### config.mk
export PLATFORM = sky130hd
export DESIGN_NAME = frc_dither_engine
export DESIGN_NICKNAME = d
export VERILOG_FILES = /design/src/rtl/frc_pkg.sv /design/src/rtl/frc_timing.sv /design/src/rtl/frc_channel.sv /design/src/rtl/frc_dither_engine.sv
export SDC_FILE = /design/constraint.sdc
export NUM_CORES = 1
export LEC_CHECK = 0
export ABC_AREA = 1
export BUFFER_PORTS_ARGS = -buffer_cell sky130_fd_sc_hd__buf_4
export CORE_ASPECT_RATIO = 1.1
export CORE_MARGIN = 3
export CORE_UTILIZATION = 51
export DETAILED_ROUTE_END_ITERATION = 16
export PLACE_DENSITY = 0.74
export SETUP_SLACK_MARGIN = 0.15
export SLEW_MARGIN = 25
export SYNTH_ARGS = -nofsm -noshare
export SYNTH_HDL_FRONTEND = slang
export SYNTH_SLANG_ARGS = --single-unit
### constraint.sdc
create_clock -name clk -period 4.02 [get_ports clk]
set_clock_uncertainty 0.15 [all_clocks]
set_input_delay 0.402 -clock clk [delete_from_list [all_inputs] [get_ports clk]]
set_output_delay 0.402 -clock clk [all_outputs]
set_load 0.005 [all_outputs]
### src/rtl/frc_pkg.sv
package frc_pkg;

   typedef enum logic [1:0] {
      ALG_DEFAULT  = 2'd0,
      ALG_GRAY     = 2'd1,
      ALG_FULL_OFF = 2'd2,
      ALG_FULL_ON  = 2'd3
   } frc_alg_e;

   typedef struct packed {
      logic [1:0] frame;
      logic       line_par;
      logic       col_par;
   } frc_pos_t;

   // Order index of a pixel-frame position; each value occurs twice in 16 positions
   function automatic logic [2:0] frc_order(input logic [1:0] ph, input logic ln, input logic cl);
      return {cl ^ ln, ph[0] ^ ln, ph[1] ^ cl};
   endfunction

endpackage

### src/rtl/frc_timing.sv
module frc_timing
   import frc_pkg::*;
#(
   parameter int IDLE_W = 12
) (
   input  logic              clk,
   input  logic              rst_n,
   input  logic              cfg_de_only,
   input  logic              cfg_hs_pol,
   input  logic              cfg_vs_pol,
   input  logic              cfg_de_pol,
   input  logic [IDLE_W-1:0] cfg_blank_thr,
   input  logic              hs_i,
   input  logic              vs_i,
   input  logic              de_i,
   output frc_pos_t          pos_o,
   output logic              de_act_o
);

   localparam logic [IDLE_W-1:0] IDLE_MAX = '1;

   logic              hs_a, vs_a, de_a;
   logic              hs_prev_q, vs_prev_q, de_prev_q;
   logic [IDLE_W-1:0] idle_q;
   logic              line_start, frame_start;
   logic              col_par_q, line_par_q;
   logic [1:0]        frame_q;
   frc_pos_t          pos_now;

   assign hs_a = cfg_hs_pol ? hs_i : ~hs_i;
   assign vs_a = cfg_vs_pol ? vs_i : ~vs_i;
   assign de_a = cfg_de_pol ? de_i : ~de_i;

   always_comb begin
      if (cfg_de_only) begin
         line_start  = de_a & ~de_prev_q;
         frame_start = line_start & (idle_q > cfg_blank_thr);
      end else begin
         line_start  = hs_a & ~hs_prev_q;
         frame_start = vs_a & ~vs_prev_q;
      end
   end

   always_comb begin
      pos_now.frame    = frame_q + {1'b0, frame_start};
      pos_now.line_par = frame_start ? 1'b0 : (line_par_q ^ line_start);
      pos_now.col_par  = line_start ? 1'b0 : col_par_q;
   end

   always_ff @(posedge clk or negedge rst_n) begin
      if (!rst_n) begin
         hs_prev_q  <= 1'b0;
         vs_prev_q  <= 1'b0;
         de_prev_q  <= 1'b0;
         idle_q     <= '0;
         frame_q    <= '0;
         line_par_q <= 1'b0;
         col_par_q  <= 1'b0;
      end else begin
         hs_prev_q  <= hs_a;
         vs_prev_q  <= vs_a;
         de_prev_q  <= de_a;
         idle_q     <= de_a ? '0 : ((idle_q == IDLE_MAX) ? idle_q : idle_q + 1'b1);
         frame_q    <= pos_now.frame;
         line_par_q <= pos_now.line_par;
         col_par_q  <= pos_now.col_par ^ de_a;
      end
   end

   assign pos_o    = pos_now;
   assign de_act_o = de_a;


   frame_hold_chk: assert property (@(posedge clk) disable iff (!rst_n)
      !frame_start |=> (frame_q == $past(frame_q)));

endmodule

### src/rtl/frc_channel.sv
module frc_channel
   import frc_pkg::*;
#(
   parameter int CH_W   = 8,
   parameter int OUT_W  = 6,
   parameter int CH_IDX = 0
) (
   input  logic             clk,
   input  logic             rst_n,
   input  logic             frc_en,
   input  logic             adapt_en,
   input  logic             gray_px,
   input  frc_pos_t         pos,
   input  logic [CH_W-1:0]  din,
   output logic [OUT_W-1:0] dout
);

   localparam int EXT_W = CH_W + 1;
   localparam int LSB_W = EXT_W - OUT_W;
   localparam int OW1   = OUT_W + 1;
   localparam logic [OUT_W-1:0] FULL      = '1;
   localparam logic [OUT_W-1:0] NEAR_FULL = FULL - 1'b1;
   localparam logic [1:0]       PH_OFS    = 2'(CH_IDX);

   logic [EXT_W-1:0] ext;
   logic [OUT_W-1:0] trunc;
   logic [LSB_W-1:0] frac;
   frc_alg_e         alg;
   logic [1:0]       phase;
   logic [2:0]       ord;
   logic             bump;
   logic [OUT_W-1:0] nxt;

   assign ext   = {din, din[CH_W-1]};
   assign trunc = ext[EXT_W-1 -: OUT_W];
   assign frac  = ext[LSB_W-1:0];

   always_comb begin
      if (adapt_en && trunc == '0)            alg = ALG_FULL_OFF;
      else if (adapt_en && trunc >= NEAR_FULL) alg = ALG_FULL_ON;
      else if (adapt_en && gray_px)           alg = ALG_GRAY;
      else                                    alg = ALG_DEFAULT;
   end

   assign phase = (alg == ALG_GRAY) ? pos.frame : pos.frame + PH_OFS;
   assign ord   = frc_order(phase, pos.line_par, pos.col_par);
   assign bump  = (ord < frac);

   always_comb begin
      unique case (alg)
         ALG_FULL_OFF: nxt = '0;
         ALG_FULL_ON:  nxt = trunc;
         default:      nxt = (bump && trunc != FULL) ? trunc + 1'b1 : trunc;
      endcase
      if (!frc_en) nxt = din[CH_W-1 -: OUT_W];
   end

   always_ff @(posedge clk or negedge rst_n) begin
      if (!rst_n) dout <= '0;
      else        dout <= nxt;
   end


   bypass_chk: assert property (@(posedge clk) disable iff (!rst_n)
      !frc_en |=> (dout == $past(din[CH_W-1 -: OUT_W])));


   step_bound_chk: assert property (@(posedge clk) disable iff (!rst_n)
      frc_en |=> (({1'b0, dout} >= {1'b0, $past(trunc)}) &&
                  ({1'b0, dout} <= {1'b0, $past(trunc)} + OW1'(1))));


   full_off_chk: assert property (@(posedge clk) disable iff (!rst_n)
      (frc_en && adapt_en && trunc == '0) |=> (dout == '0));

endmodule

### src/rtl/frc_dither_engine.sv
module frc_dither_engine
   import frc_pkg::*;
#(
   parameter int CH_W   = 8,
   parameter int OUT_W  = 6,
   parameter int IDLE_W = 12
) (
   input  logic              clk,
   input  logic              rst_n,
   input  logic              cfg_frc_en,
   input  logic              cfg_adapt_en,
   input  logic              cfg_de_only,
   input  logic              cfg_hs_pol,
   input  logic              cfg_vs_pol,
   input  logic              cfg_de_pol,
   input  logic [IDLE_W-1:0] cfg_blank_thr,
   input  logic [CH_W-1:0]   pix_r_i,
   input  logic [CH_W-1:0]   pix_g_i,
   input  logic [CH_W-1:0]   pix_b_i,
   input  logic              hs_i,
   input  logic              vs_i,
   input  logic              de_i,
   output logic [OUT_W-1:0]  pix_r_o,
   output logic [OUT_W-1:0]  pix_g_o,
   output logic [OUT_W-1:0]  pix_b_o,
   output logic              hs_o,
   output logic              vs_o,
   output logic              de_o
);

   localparam int N_CH = 3;

   if (CH_W + 1 - OUT_W != 3) begin : g_bad_width
      $error("frc_dither_engine: dropped fraction must be exactly 3 bits");
   end
   if (IDLE_W < 2) begin : g_bad_idle
      $error("frc_dither_engine: IDLE_W too small");
   end

   frc_pos_t         pos;
   logic             de_act;
   logic             gray_px;
   logic [CH_W-1:0]  din  [N_CH];
   logic [OUT_W-1:0] dout [N_CH];

   assign din[0]  = pix_r_i;
   assign din[1]  = pix_g_i;
   assign din[2]  = pix_b_i;
   assign gray_px = (pix_r_i == pix_g_i) && (pix_g_i == pix_b_i);

   frc_timing #(.IDLE_W(IDLE_W)) u_timing (
      .clk           (clk),
      .rst_n         (rst_n),
      .cfg_de_only   (cfg_de_only),
      .cfg_hs_pol    (cfg_hs_pol),
      .cfg_vs_pol    (cfg_vs_pol),
      .cfg_de_pol    (cfg_de_pol),
      .cfg_blank_thr (cfg_blank_thr),
      .hs_i          (hs_i),
      .vs_i          (vs_i),
      .de_i          (de_i),
      .pos_o         (pos),
      .de_act_o      (de_act)
   );

   for (genvar k = 0; k < N_CH; k++) begin : g_ch
      frc_channel #(.CH_W(CH_W), .OUT_W(OUT_W), .CH_IDX(k)) u_ch (
         .clk      (clk),
         .rst_n    (rst_n),
         .frc_en   (cfg_frc_en),
         .adapt_en (cfg_adapt_en),
         .gray_px  (gray_px),
         .pos      (pos),
         .din      (din[k]),
         .dout     (dout[k])
      );
   end

   assign pix_r_o = dout[0];
   assign pix_g_o = dout[1];
   assign pix_b_o = dout[2];

   always_ff @(posedge clk or negedge rst_n) begin
      if (!rst_n) begin
         hs_o <= 1'b0;
         vs_o <= 1'b0;
         de_o <= 1'b0;
      end else begin
         hs_o <= hs_i;
         vs_o <= vs_i;
         de_o <= de_i;
      end
   end


   gray_match_chk: assert property (@(posedge clk) disable iff (!rst_n)
      (cfg_frc_en && cfg_adapt_en && gray_px && de_act) |=>
         ((pix_r_o == pix_g_o) && (pix_g_o == pix_b_o)));

endmodule

=== Word level (Yosys, flattened, before mapping) ===
Cells that the tools add are included.

* Logic and storage cells: 102
* Bits in registers: 40
* Output and inout port bits: 21
* Input bits: 47

* Add/sub/neg operators: 7
* Multiplexer cells: 27
* Bitwise gates (word level): 19
* Eq/ne operators: 15
* Magnitude comparators: 7
* Reductions and logical operators: 14

{| class="wikitable"
|+ Operator list
! kind !! number
|-
| two-way mux 6 bit || 6
|-
| case mux 6 bit (2 select lines) || 3
|-
| two-way mux 12 bit || 2
|-
| adder 6 x 1 -> 6 bit (second input constant) || 3
|-
| greater-or-equal comparator 6 bit (second input constant) || 3
|-
| zero test 6 bit || 3
|-
| != test 6 bit (second input constant) || 3
|-
| equality test 8 bit || 2
|-
| two-way mux 2 bit || 8
|-
| adder 12 x 1 -> 12 bit (second input constant) || 1
|-
| equality test 12 bit (second input constant) || 1
|-
| equality test 2 bit (second input constant) || 6
|-
| > comparator 12 bit || 1
|-
| logical AND 1 bit || 11
|-
| less-than comparator 3 bit || 3
|-
| XOR 1 bit || 9
|-
| two-way mux 1 bit || 8
|-
| inverter 1 bit || 6
|-
| bitwise AND 1 bit || 4
|-
| equality test 2 x 1 -> 1 bit (second input constant) || 2
|-
| adder 2 x 1 -> 2 bit || 1
|-
| adder 2 x 1 -> 2 bit (second input constant) || 1
|-
| adder 2 bit (second input constant) || 1
|-
| != test 2 x 1 -> 1 bit (second input constant) || 1
|}

=== Logic depth before layout (Yosys ltp) ===
Gate-level depths: netlist (run 1).

* Depth after elaboration: 14
* Depth in mapped cells: 23
* Mapped depth without buffers: 23

=== Hierarchy ===
From an unflattened synthesis (run 1), not the netlist that was laid out.

* Cell total of the unflattened synthesis: 473
* Area, all modules: 3407.0 um^2

{| class="wikitable"
|+ Modules (own cells, without submodules)
! module !! cells an instance !! instances !! sequential area each (um^2) !! area each (um^2)
|-
| frc_timing || 169 || 1 || 475.5 || 1313.8
|-
| frc_channel (g_ch[1].u_ch) || 86 || 1 || 150.1 || 606.8
|-
| frc_channel (g_ch[0].u_ch) || 88 || 1 || 150.1 || 590.6
|-
| frc_channel (g_ch[2].u_ch) || 76 || 1 || 150.1 || 574.3
|-
| frc_dither_engine || 54 || 1 || 75.1 || 321.6
|}

=== Worst setup path before layout (run 1) ===
No wires, ideal clock.

* Kind: input-to-reg
* Start: in cfg_blank_thr[11]
* End: reg g_ch[0].u_ch.dout[4]
* Path slack: 0.880 ns
* Stages on the path: 16
* Arrival: 2.866 ns
* Cells stage by stage: inv_1 > ha_1 > nand4_1 > nor3_1 > nand2_1 > o211ai_1 > nand4_1 > nand2_1 > ha_1 > xnor2_2 > ha_1 > a221oi_1 > nand3_2 > inv_2 > nand4_1 > xor2_1

* Word-level cells in the longest chain between the ends: 10
* Elaborated cells on any way between the ends: 13

{| class="wikitable"
|+ Ends and longest elaborated chain
! what !! line !! source
|-
| start, declared || frc_dither_engine.sv:16 || <nowiki>input logic [IDLE_W-1:0] cfg_blank_thr,</nowiki>
|-
| > comparator 12 bit || frc_timing.sv:37 || <nowiki>frame_start = line_start & (idle_q > cfg_blank_thr);</nowiki>
|-
| bitwise AND 1 bit || frc_timing.sv:37 ||
|-
| two-way mux 1 bit || frc_timing.sv:35 || <nowiki>if (cfg_de_only) begin</nowiki>
|-
| adder 2 x 1 -> 2 bit || frc_timing.sv:45 || <nowiki>pos_now.frame = frame_q + {1'b0, frame_start};</nowiki>
|-
| net g_ch[0].u_ch.phase[0] || frc_channel.sv:29 || <nowiki>logic [1:0] phase;</nowiki>
|-
| XOR 1 bit || frc_pkg.sv:18 || <nowiki>return {cl ^ ln, ph[0] ^ ln, ph[1] ^ cl};</nowiki>
|-
| less-than comparator 3 bit || frc_channel.sv:47 || <nowiki>assign bump = (ord < frac);</nowiki>
|-
| logical AND 1 bit || frc_channel.sv:53 || <nowiki>default: nxt = (bump && trunc != FULL) ? trunc + 1'b1 : trunc;</nowiki>
|-
| two-way mux 6 bit || frc_channel.sv:53 ||
|-
| case mux 6 bit (2 select lines) || frc_channel.sv:50 || <nowiki>unique case (alg)</nowiki>
|-
| two-way mux 6 bit || frc_channel.sv:55 || <nowiki>if (!frc_en) nxt = din[CH_W-1 -: OUT_W];</nowiki>
|-
| net g_ch[0].u_ch.nxt[4] || frc_channel.sv:32 || <nowiki>logic [OUT_W-1:0] nxt;</nowiki>
|-
| end signal, assigned || frc_channel.sv:60 || <nowiki>else dout <= nxt;</nowiki>
|-
| end, declared || frc_channel.sv:15 || <nowiki>output logic [OUT_W-1:0] dout</nowiki>
|}

The timed path passes the listed nets, and every way through them passes these cells.
A chain may end at the register's enable or synchronous reset.

=== Worst setup path after layout (run 1) ===
* Start: reg u_timing.idle_q[7]
* End: reg g_ch[0].u_ch.dout[5]

* Word-level cells in the longest chain between the ends: 10
* Elaborated cells on any way between the ends: 13

{| class="wikitable"
|+ Ends and longest elaborated chain
! what !! line !! source
|-
| start, declared || frc_timing.sv:24 || <nowiki>logic [IDLE_W-1:0] idle_q;</nowiki>
|-
| start signal, assigned || frc_timing.sv:63 || <nowiki>idle_q <= de_a ? '0 : ((idle_q == IDLE_MAX) ? idle_q : idle_q + 1'b1);</nowiki>
|-
| > comparator 12 bit * || frc_timing.sv:37 ||
|-
| bitwise AND 1 bit * || frc_timing.sv:37 ||
|-
| two-way mux 1 bit * || frc_timing.sv:35 ||
|-
| adder 2 x 1 -> 2 bit / two-way mux 1 bit (equally long branches) || frc_timing.sv:45, frc_timing.sv:46 ||
|-
| XOR 1 bit || frc_pkg.sv:18 ||
|-
| less-than comparator 3 bit * || frc_channel.sv:47 ||
|-
| logical AND 1 bit * || frc_channel.sv:53 ||
|-
| two-way mux 6 bit * || frc_channel.sv:53 ||
|-
| case mux 6 bit (2 select lines) * || frc_channel.sv:50 ||
|-
| two-way mux 6 bit * || frc_channel.sv:55 ||
|-
| net g_ch[0].u_ch.nxt[5] || frc_channel.sv:32 ||
|}

Mark *: on every way through the listed nets, which the timed path passes. The rest lies on a longest branch.

==> results of run 1 <==
-- worst paths after layout --
kind	to
max	g_ch[0].u_ch.dout[5]
min	hs_o
max reg2reg	g_ch[0].u_ch.dout[5]
min reg2reg	u_timing.frame_q[1]
max in group asynchronous	g_ch[2].u_ch.dout[2]
min in group asynchronous	g_ch[0].u_ch.dout[0]
-- final cells by class --
type / instances / area (um2) / share of cell area, %
multi-input combinational: 301 / 1830 / 48.0
sequential: 40 / 1000 / 26.3
timing repair buffer: 68 / 513 / 13.5
inverter: 70 / 263 / 6.90
tap: 77 / 96.3 / 2.53
clock buffer: 6 / 72.6 / 1.91
clock inverter: 2 / 35.0 / 0.920
-- power by group through the flow --
stage	clock [mW]	combinational (mW)	sequential [mW]
2_1_floorplan	0	0.643	0.536
3_3_place_gp	0	0.905	0.538
3_5_place_dp	0	0.926	0.537
4_1_cts	0.338	0.932	0.530
5_1_grt	0.357	1.04	0.540
6_report	0.337	0.930	0.530
-- cell usage in the layout, fill, tap and decap left out, drive strengths merged, types with 3 or more instances in the layout --
master,netlist,routed
nand3,28,28
o211ai,5,5
xnor2,6,6
a21oi,12,12
nor2,45,45
dfrtp,40,40
nor3,11,11
nand4,14,14
clkbuf,0,6
buf,4,67
xor2,12,12
o21ai,24,24
nand2,98,98
a31oi,3,3
inv,70,70
ha,29,29
-- state kept, by name, summed over array words and instances, names as in the netlist --
register / count
u_timing.idle_q: 12
u_timing.de_prev_q: 1
u_timing.frame_q: 2
u_timing.vs_prev_q: 1
u_timing.line_par_q: 1
u_timing.hs_prev_q: 1
g_ch.u_ch.dout: 18
vs_o: 1
de_o: 1
hs_o: 1
u_timing.col_par_q: 1
-- synth_stat cells, drive strengths merged --
cell | n | area (um2)
a31o | 1 | 8.76
o211ai | 5 | 42.5
a211oi | 1 | 7.51
inv | 70 | 263
a31oi | 3 | 18.8
nand3b | 2 | 27.5
xnor2 | 6 | 67.6
a221oi | 2 | 35.0
nor4 | 2 | 12.5
o21ai | 24 | 128
o21a | 2 | 15.0
nand2 | 98 | 393
buf | 4 | 25.0
nand4 | 14 | 100
a21oi | 12 | 60.1
nor2 | 45 | 181
o22ai | 2 | 12.5
nor3 | 11 | 60.1
nand3 | 28 | 175
nor3b | 2 | 15.0
dfrtp | 40 | 1000
xor2 | 12 | 105
ha | 29 | 363
-- per-layer routing --
metal | track usage [%] | share of wire (%) | up-vias
li1 | - | - | 1494
met1 | 26.7 | 42 | 1353
met2 | 43.2 | 51 | 80
met3 | 3.19 | 4.2 | 20
met4 | 8.29 | 2.5 | 0
met5 | 0 | 0 | -
-- kinds of logic after synthesis --
group,count (synthesis),synth area share (%)
fa+ha+maj,29,11.6
buf+inv,74,9.23
simple gates,202,31.0
xor+xnor,18,5.54
flops,40,32.1
compound gates,52,10.5
-- metrics by stage --
step                      cells  area [um2]  hold WS (ns)
after detailed placement    555        3690         0.268
final                       564        3810        0.0740
after global placement      555        3690         0.267
after global routing        564        3810        0.0649
after floorplan             415        3120       -0.0436
after CTS                   564        3810        0.0737
-- timing repair --
action | CTS | global route
endpoints found under the setup margin | 0 | 0
resized for setup | 0 | 0
buffers inserted | 0 | 0
hold buffers | 1 | 0
hold endpoints to repair | 40 | 0
==> results.py, run 1 <==
metrics = {
    "route": {
        "drcViolationCount": 0,
        "routedWlPerCell_um": 13.7,
        "avgViaCountPerCell": 5.23,
        "vias": 2947,
        "drt_iter0_markers": 128,
        "dr.pass1.iters": 4,
        "wl_mm": 7.75,
        "drt.antenna.violating_nets": 0,
    },
    "worst_setup_path": {
        "r2r_cells": 15,
        "crit_start": "u_timing.idle_q[7]",
        "regToRegSetupSlack_ns": 0.46,
        "crit_required_ns": 4.06,
        "cp_cell_sequence": "ha_1 > nand2_1 > nor3_1 > nand2_1 > o211ai_1 > nand4_1 > nand3b_4 > xor2_1 > ha_1 > a221oi_1 > nand3_2 > nor2_1 > nand3_1 > o21ai_1 > nor2_1",
        "critical_path_cell_count": 15,
        "cp-end-kind": "flop",
        "cp_top_family": "simple AND/OR/NAND/NOR gates",
        "slowest_delay_ns": 0.46,
        "startpoint_type": "flop",
        "timing.critical_path.buf_inv": 0,
        "reg2reg_from": "u_timing.idle_q[7]",
        "cp_slowest_cell": "dfrtp_1",
        "worst_ep_arrival_time_ns": 3.60,
        "critical_path_class": "flop to flop",
        "crit_fanout": 7,
    },
    "die": {
        "rows": 29,
        "ios": 68,
        "die_h_um": 88.0,
        "start_util_pct": 53.4,
        "core_area_um2": 5840,
        "chipWidth_um": 80.5,
        "die_area_um2": 7090,
    },
    "pwr": {
        "p_comb_share_pct": 51.8,
        "power_frac_clock_pct": 18.8,
        "powerDensity_nw_per_um2": 472,
        "p_leak_nw": 2.03,
        "p_total_mw": 1.80,
        "p_int_mw": 1.07,
        "swShare_pct": 40.6,
        "p_switching_uw": 729,
        "vdd_drop_max_uv": 267,
        "seqPwrFrac_pct": 29.5,
    },
    "min_path": {
        "timing.hold.worst_path_depth": 1,
        "hp-class": "input port to flop",
        "hold_start": "hs_i",
    },
    "sta": {
        "setup_viol": 0,
        "slew_headroom_pct": 65.1,
        "fin_setup_tns_ns": 0,
        "drv_slew": 0,
        "clock.fmax_mhz": 281,
        "hold_viol": 0,
        "finalCritPeriodShare_pct": 88.5,
        "post-route-min-period_ns": 3.56,
        "fin_ws_ns": 0.461,
        "rsz0062_at_grt": "false",
        "worst_pin_slew_ns": 0.523,
    },
    "synthesis": {
        "synthesis.area_um2": 3120,
        "syn_inst": 415,
        "synthesis.nets": 491,
        "ys_types": 38,
        "ys_ff_latch": 40,
        "syn_area_per_cell_um2": 7.51,
        "ys_seq_area_share_pct": 32.1,
        "ys_warn_count": 0,
    },
    "layout": {
        "fin_util_pct": 65.2,
        "layout-drive-gt1-share_pct": 23.8,
        "n_antenna_cell": 0,
        "area_growth_pct": 22.2,
        "fillCellCount": 517,
        "final_nets": 562,
    },
    "clocking": {
        "clkSinkCount": 40,
        "clkLatencyLatePin_ns": 0.30,
        "clk_pin_slew_ns": 0.09,
        "tritoncts": "done",
        "numCtsBuffers": 5,
        "clock_tree.root_cell": "clkbuf_8",
        "cts_buffer_depth": 2,
        "cts_max_level": 2,
    },
    "job": {
        "maxCapViolCount": 0,
    },
    "outcome": {
        "status": "finished, final reports clean",
    },
    "placement": {
        "place_congestion": 0.923,
        "dp_hpwl_mm": 6.12,
        "port_buffers": 67,
        "dp_worst_setup_slack_ns": 0.377,
    },
    "global_route": {
        "grt_max_degree": 41,
        "grt_util_all_layers_pct": 23.1,
        "grt_pass1_wl_mm": 12.8,
        "first_global_vias": 2938,
        "grt_overflow_total": 0,
        "antenna_found_initial": 0,
    },
}
No activity file was read; power rests on OpenSTA's default activity.
==> run 2, diff against run 1 <==
--- a/config.mk
+++ b/config.mk
@@ -11,7 +11,7 @@
 export CORE_MARGIN = 3
 export CORE_UTILIZATION = 51
 export DETAILED_ROUTE_END_ITERATION = 16
-export PLACE_DENSITY = 0.74
+export PLACE_DENSITY_LB_ADDON = 0.25
 export SETUP_SLACK_MARGIN = 0.15
 export SLEW_MARGIN = 25
 export SYNTH_ARGS = -nofsm -noshare
==> results.py, run 2 (same netlist as run 1, synthesis figures left out) <==
metrics = {
    "layout": {
        "layout_commonest_cell": "nand2_1",
        "fillCellCount": 523,
        "final_nets": 562,
        "n_antenna_cell": 0,
        "layout-drive-gt1-share_pct": 23.9,
        "final_cells": 563,
        "largest_reg_flops": 18,
        "top_regs": "g_ch.u_ch.dout x18, u_timing.idle_q x12, u_timing.frame_q x2",
        "area_growth_pct": 22.9,
        "final_cell_mix": "nand2_1, buf_4, inv_1",
        "regMostFlops": "g_ch.u_ch.dout",
    },
    "global_route": {
        "grt_pass1_wl_mm": 12.5,
        "grt_max_degree": 41,
        "grt_util_all_layers_pct": 22.8,
        "met3_usage_pct": 3.81,
        "top_usage_layer": "met2",
        "grt_overflow_total": 0,
        "met1_usage_pct": 27.4,
        "antenna_found_initial": 0,
        "met2_usage_pct": 41.0,
        "first_global_vias": 2802,
    },
    "worst_setup_path": {
        "crit_required_ns": 4.05,
        "cp_slowest_cell": "dfrtp_1",
        "crit_start": "u_timing.idle_q[7]",
        "reg2reg_from": "u_timing.idle_q[7]",
        "crit_fanout": 7,
        "startpoint_type": "flop",
        "cp_cell_sequence": "ha_1 > nand2_1 > nor3_1 > nand2_1 > o211ai_1 > nand4_1 > nand3b_4 > xor2_1 > ha_1 > a221oi_1 > nand3_2 > inv_2 > nand4_1 > xor2_1",
        "worst_ep_arrival_time_ns": 3.55,
        "timing.critical_path.buf_inv": 1,
        "critical_path_class": "flop to flop",
        "slowest_delay_ns": 0.46,
        "cp-end-kind": "flop",
        "cp_top_family": "simple AND/OR/NAND/NOR gates",
    },
    "job": {
        "maxCapViolCount": 0,
    },
    "clocking": {
        "clk_pin_slew_ns": 0.08,
        "clkSinkCount": 40,
        "cts_max_level": 2,
        "clkLatencyLatePin_ns": 0.29,
        "cts_setup_buffers": 0,
        "numCtsBuffers": 5,
        "tritoncts": "done",
        "cts_buffer_depth": 2,
        "clock_tree.root_cell": "clkbuf_8",
    },
    "route": {
        "drt_iter0_markers": 78,
        "dr.pass1.iters": 5,
        "drcViolationCount": 0,
        "wl_mm": 7.51,
        "routedWlPerCell_um": 13.3,
        "vias": 2921,
        "drt.antenna.violating_nets": 0,
        "avgViaCountPerCell": 5.19,
    },
    "sta": {
        "post-route-min-period_ns": 3.53,
        "setup_viol": 0,
        "slew_headroom_pct": 65.5,
        "finalCritPeriodShare_pct": 87.7,
        "rsz0062_at_grt": "false",
        "clock.fmax_mhz": 284,
        "fin_ws_ns": 0.493,
        "hold_viol": 0,
        "fin_setup_tns_ns": 0,
        "worst_pin_slew_ns": 0.518,
        "drv_slew": 0,
    },
    "die": {
        "core_area_um2": 5840,
        "die_area_um2": 7090,
        "rows": 29,
        "chipWidth_um": 80.5,
        "die_h_um": 88.0,
        "ios": 68,
        "start_util_pct": 53.4,
    },
    "placement": {
        "dp_worst_setup_slack_ns": 0.414,
        "place_congestion": 0.992,
        "port_buffers": 67,
        "dp_hpwl_mm": 5.98,
        "placed_cells": 555,
    },
    "pwr": {
        "p_total_mw": 1.84,
        "vdd_drop_max_uv": 235,
        "powerDensity_nw_per_um2": 479,
        "p_leak_nw": 2.04,
    },
    "min_path": {
        "hp-class": "input port to flop",
        "hold_start": "vs_i",
    },
    "outcome": {
        "status": "finished, final reports clean",
    },
}
[run 2: cell types whose count changed in the layout (fill, tap and decap cells not counted), sizes merged]
cell	previous run	this run
clkinv	1	0
bufinv	1	2
clkbuf	6	5
[run 2: metal layers]
metal | wire (um) | vias up
met4 | 182 | 0
met3 | 442 | 16
met5 | 0 | -
met1 | 3220 | 1319
li1 | - | 1494
met2 | 3670 | 92
[run 2: through the flow]
| stage | utilization [%] | cell area, um2 | hold WS [ns] |
|---|---|---|---|
| after floorplan | - | 3120 | -0.0436 |
| after global placement | 63.2 | 3690 | 0.264 |
| after detailed placement | 63.2 | 3690 | 0.267 |
| after CTS | 65.6 | 3830 | 0.0775 |
| after global routing | 65.6 | 3830 | 0.0729 |
| final | 65.6 | 3830 | 0.0832 |
[run 2: final cells by class]
class                           instances  area, um2  area share (%)
Clock buffer                            5       68.8            1.80
Multi-Input combinational cell        301       1830            47.7
Tap cell                               77       96.3            2.52
Clock inverter                          2       60.1            1.57
Timing Repair Buffer                   68        513            13.4
Sequential cell                        40       1000            26.1
Inverter                               70        263            6.86
[run 2: final timing paths]
path,endpoint,slack [ns],depth (start not counted)
setup / recovery,g_ch[0].u_ch.dout[4],0.49,14
hold / removal,vs_o,0.08,1
setup reg to reg,g_ch[0].u_ch.dout[4],0.49,14
hold reg to reg,u_timing.frame_q[1],0.35,1
max in group asynchronous,u_timing.de_prev_q,2.89,2
min in group asynchronous,u_timing.idle_q[11],0.46,2
[run 2: what timing repair did]
item | CTS | global route
hold buffers | 1 | 0
resized for setup | 0 | 0
endpoints found under the hold margin | 40 | 0
[run 2: power by group]
group / total [mW] / switching (mW) / internal [mW]
combinational: 0.923 / 0.529 / 0.394
sequential: 0.529 / 0.0399 / 0.489
clock: 0.384 / 0.140 / 0.244
total: 1.84 / 0.708 / 1.13
==> run 3, diff against run 2 <==
--- a/config.mk
+++ b/config.mk
@@ -8,7 +8,7 @@
 export ABC_AREA = 1
 export BUFFER_PORTS_ARGS = -buffer_cell sky130_fd_sc_hd__buf_4
 export CORE_ASPECT_RATIO = 1.1
-export CORE_MARGIN = 3
+export CORE_MARGIN = 4
 export CORE_UTILIZATION = 51
 export DETAILED_ROUTE_END_ITERATION = 16
 export PLACE_DENSITY_LB_ADDON = 0.25
==> results.py, run 3 (same netlist as run 1, synthesis figures left out) <==
metrics = {
    "sta": {
        "slew_headroom_pct": 64.8,
        "drv_slew": 0,
        "hold_viol": 0,
        "rsz0062_at_grt": "false",
        "worst_pin_slew_ns": 0.528,
        "fin_setup_tns_ns": 0,
        "finalCritPeriodShare_pct": 88.6,
        "setup_viol": 0,
        "post-route-min-period_ns": 3.56,
        "clock.fmax_mhz": 281,
        "fin_ws_ns": 0.457,
        "hold_ws_ns": 0.0751,
    },
    "layout": {
        "regMostFlops": "g_ch.u_ch.dout",
        "final_nets": 562,
        "layout-drive-gt1-share_pct": 24.0,
        "top_regs": "g_ch.u_ch.dout x18, u_timing.idle_q x12, u_timing.frame_q x2",
        "stdcell_area_um2": 3810,
        "final_cell_mix": "nand2_1, buf_4, inv_1",
        "area_growth_pct": 22.3,
        "largest_reg_flops": 18,
        "seqCellArea_um2": 1000,
        "n_antenna_cell": 0,
        "fillCellCount": 521,
        "layout_commonest_cell": "nand2_1",
        "multiInputGateArea_um2": 1830,
    },
    "worst_setup_path": {
        "startpoint_type": "flop",
        "worst_ep_arrival_time_ns": 3.61,
        "critical_path_class": "flop to flop",
        "cp-endpoint": "g_ch[0].u_ch.dout[5]",
        "rr_endpoint": "g_ch[0].u_ch.dout[5]",
        "r2r_cells": 15,
        "crit_start": "u_timing.idle_q[7]",
        "crit_fanout": 7,
        "cp-end-kind": "flop",
        "reg2reg_from": "u_timing.idle_q[7]",
        "regToRegSetupSlack_ns": 0.46,
        "crit_required_ns": 4.06,
    },
    "clocking": {
        "clkLatencyLatePin_ns": 0.30,
        "cts_max_level": 2,
        "clock_tree.root_cell": "clkbuf_8",
        "clk_pin_slew_ns": 0.08,
        "numCtsBuffers": 5,
        "cts_setup_buffers": 0,
        "tritoncts": "done",
        "cts_buffer_depth": 2,
        "clkSinkCount": 40,
    },
    "pwr": {
        "vdd_drop_max_uv": 372,
        "p_leak_nw": 2.03,
        "powerDensity_nw_per_um2": 471,
    },
    "global_route": {
        "first_global_vias": 2793,
        "antenna_found_initial": 0,
        "grt_max_degree": 41,
        "grt_pass1_wl_mm": 12.7,
        "grt_util_all_layers_pct": 21.6,
        "grt_overflow_total": 0,
    },
    "route": {
        "wl_mm": 7.61,
        "drcViolationCount": 0,
        "drt_iter0_markers": 89,
        "drt.antenna.violating_nets": 0,
        "vias": 2880,
        "dr.pass1.iters": 4,
        "avgViaCountPerCell": 5.11,
        "routedWlPerCell_um": 13.5,
    },
    "job": {
        "maxCapViolCount": 0,
    },
    "placement": {
        "place_congestion": 0.937,
        "dp_worst_setup_slack_ns": 0.347,
        "port_buffers": 67,
        "dp_hpwl_mm": 6.13,
        "post_dp_cell_area_um2": 3690,
    },
    "die": {
        "chipWidth_um": 82.5,
        "die_area_um2": 7430,
        "start_util_pct": 53.4,
        "die_h_um": 90.0,
        "ios": 68,
        "core_area_um2": 5840,
        "rows": 29,
    },
    "min_path": {
        "hp-class": "input port to flop",
    },
    "outcome": {
        "status": "finished, final reports clean",
    },
}
[run 3: cell count changes in the layout (fill, tap and decap cells not counted), sizes merged]
cell / change
bufinv: -1
clkinv: +1
clkinvlp: +1
[run 3: worst min-delay path by stage]
| stage | from | to | cells past startpoint |
|---|---|---|---|
| after global routing | vs_i | vs_o | 1 |
| after detailed placement | rst_n | g_ch[0].u_ch.dout[0] | 1 |
| after floorplan | rst_n | de_o | 0 |
| after CTS | vs_i | vs_o | 1 |
| final | vs_i | vs_o | 1 |
| after global placement | rst_n | g_ch[0].u_ch.dout[1] | 1 |
[run 3: through the flow]
stage	instances	power (mW)	util [%]
3_3_place_gp	555	1.44	63.2
6_report	564	1.79	65.3
5_1_grt	564	1.94	65.3
3_5_place_dp	555	1.46	63.2
4_1_cts	564	1.80	65.3
2_1_floorplan	415	1.18	-
[run 3: report_power, final]
group | total (mW) | internal (mW) | switching, mW
logic | 0.929 | 0.394 | 0.535
registers | 0.530 | 0.489 | 0.0410
clock network | 0.336 | 0.184 | 0.152
[run 3: final cells by class]
cell class,count,share of cell area (%)
multi-input combinational,301,47.9
clock buffer,5,1.81
sequential,40,26.3
inverter,70,6.89
timing repair buffer,68,13.5
clock inverter,3,1.12
tap,77,2.53
[run 3: metal layers]
layer | wire length [um] | up-vias | global-route usage [%]
met5 | 0 | - | 0
met4 | 184 | 0 | 8.72
met3 | 348 | 15 | 2.90
met2 | 3950 | 67 | 37.3
met1 | 3130 | 1300 | 26.5
li1 | - | 1498 | -
[run 3: what timing repair did]
item                      4_1_cts  5_1_grt
hold buffers                    1        0
hold endpoints to repair       40        0
resized for setup               0        0
[run 3: critical path, cell delays in order (launching register included)]
cell and delay [ns]:
dfrtp_1 0.46, ha_1 0.32, nand2_1 0.07, nor3_1 0.27
nand2_1 0.09, o211ai_1 0.11, nand4_1 0.18, nand3b_4 0.17
xor2_1 0.33, ha_1 0.32, a221oi_1 0.44, nand3_2 0.17
nor2_1 0.15, nand3_1 0.10, o21ai_1 0.08, nor2_1 0.05
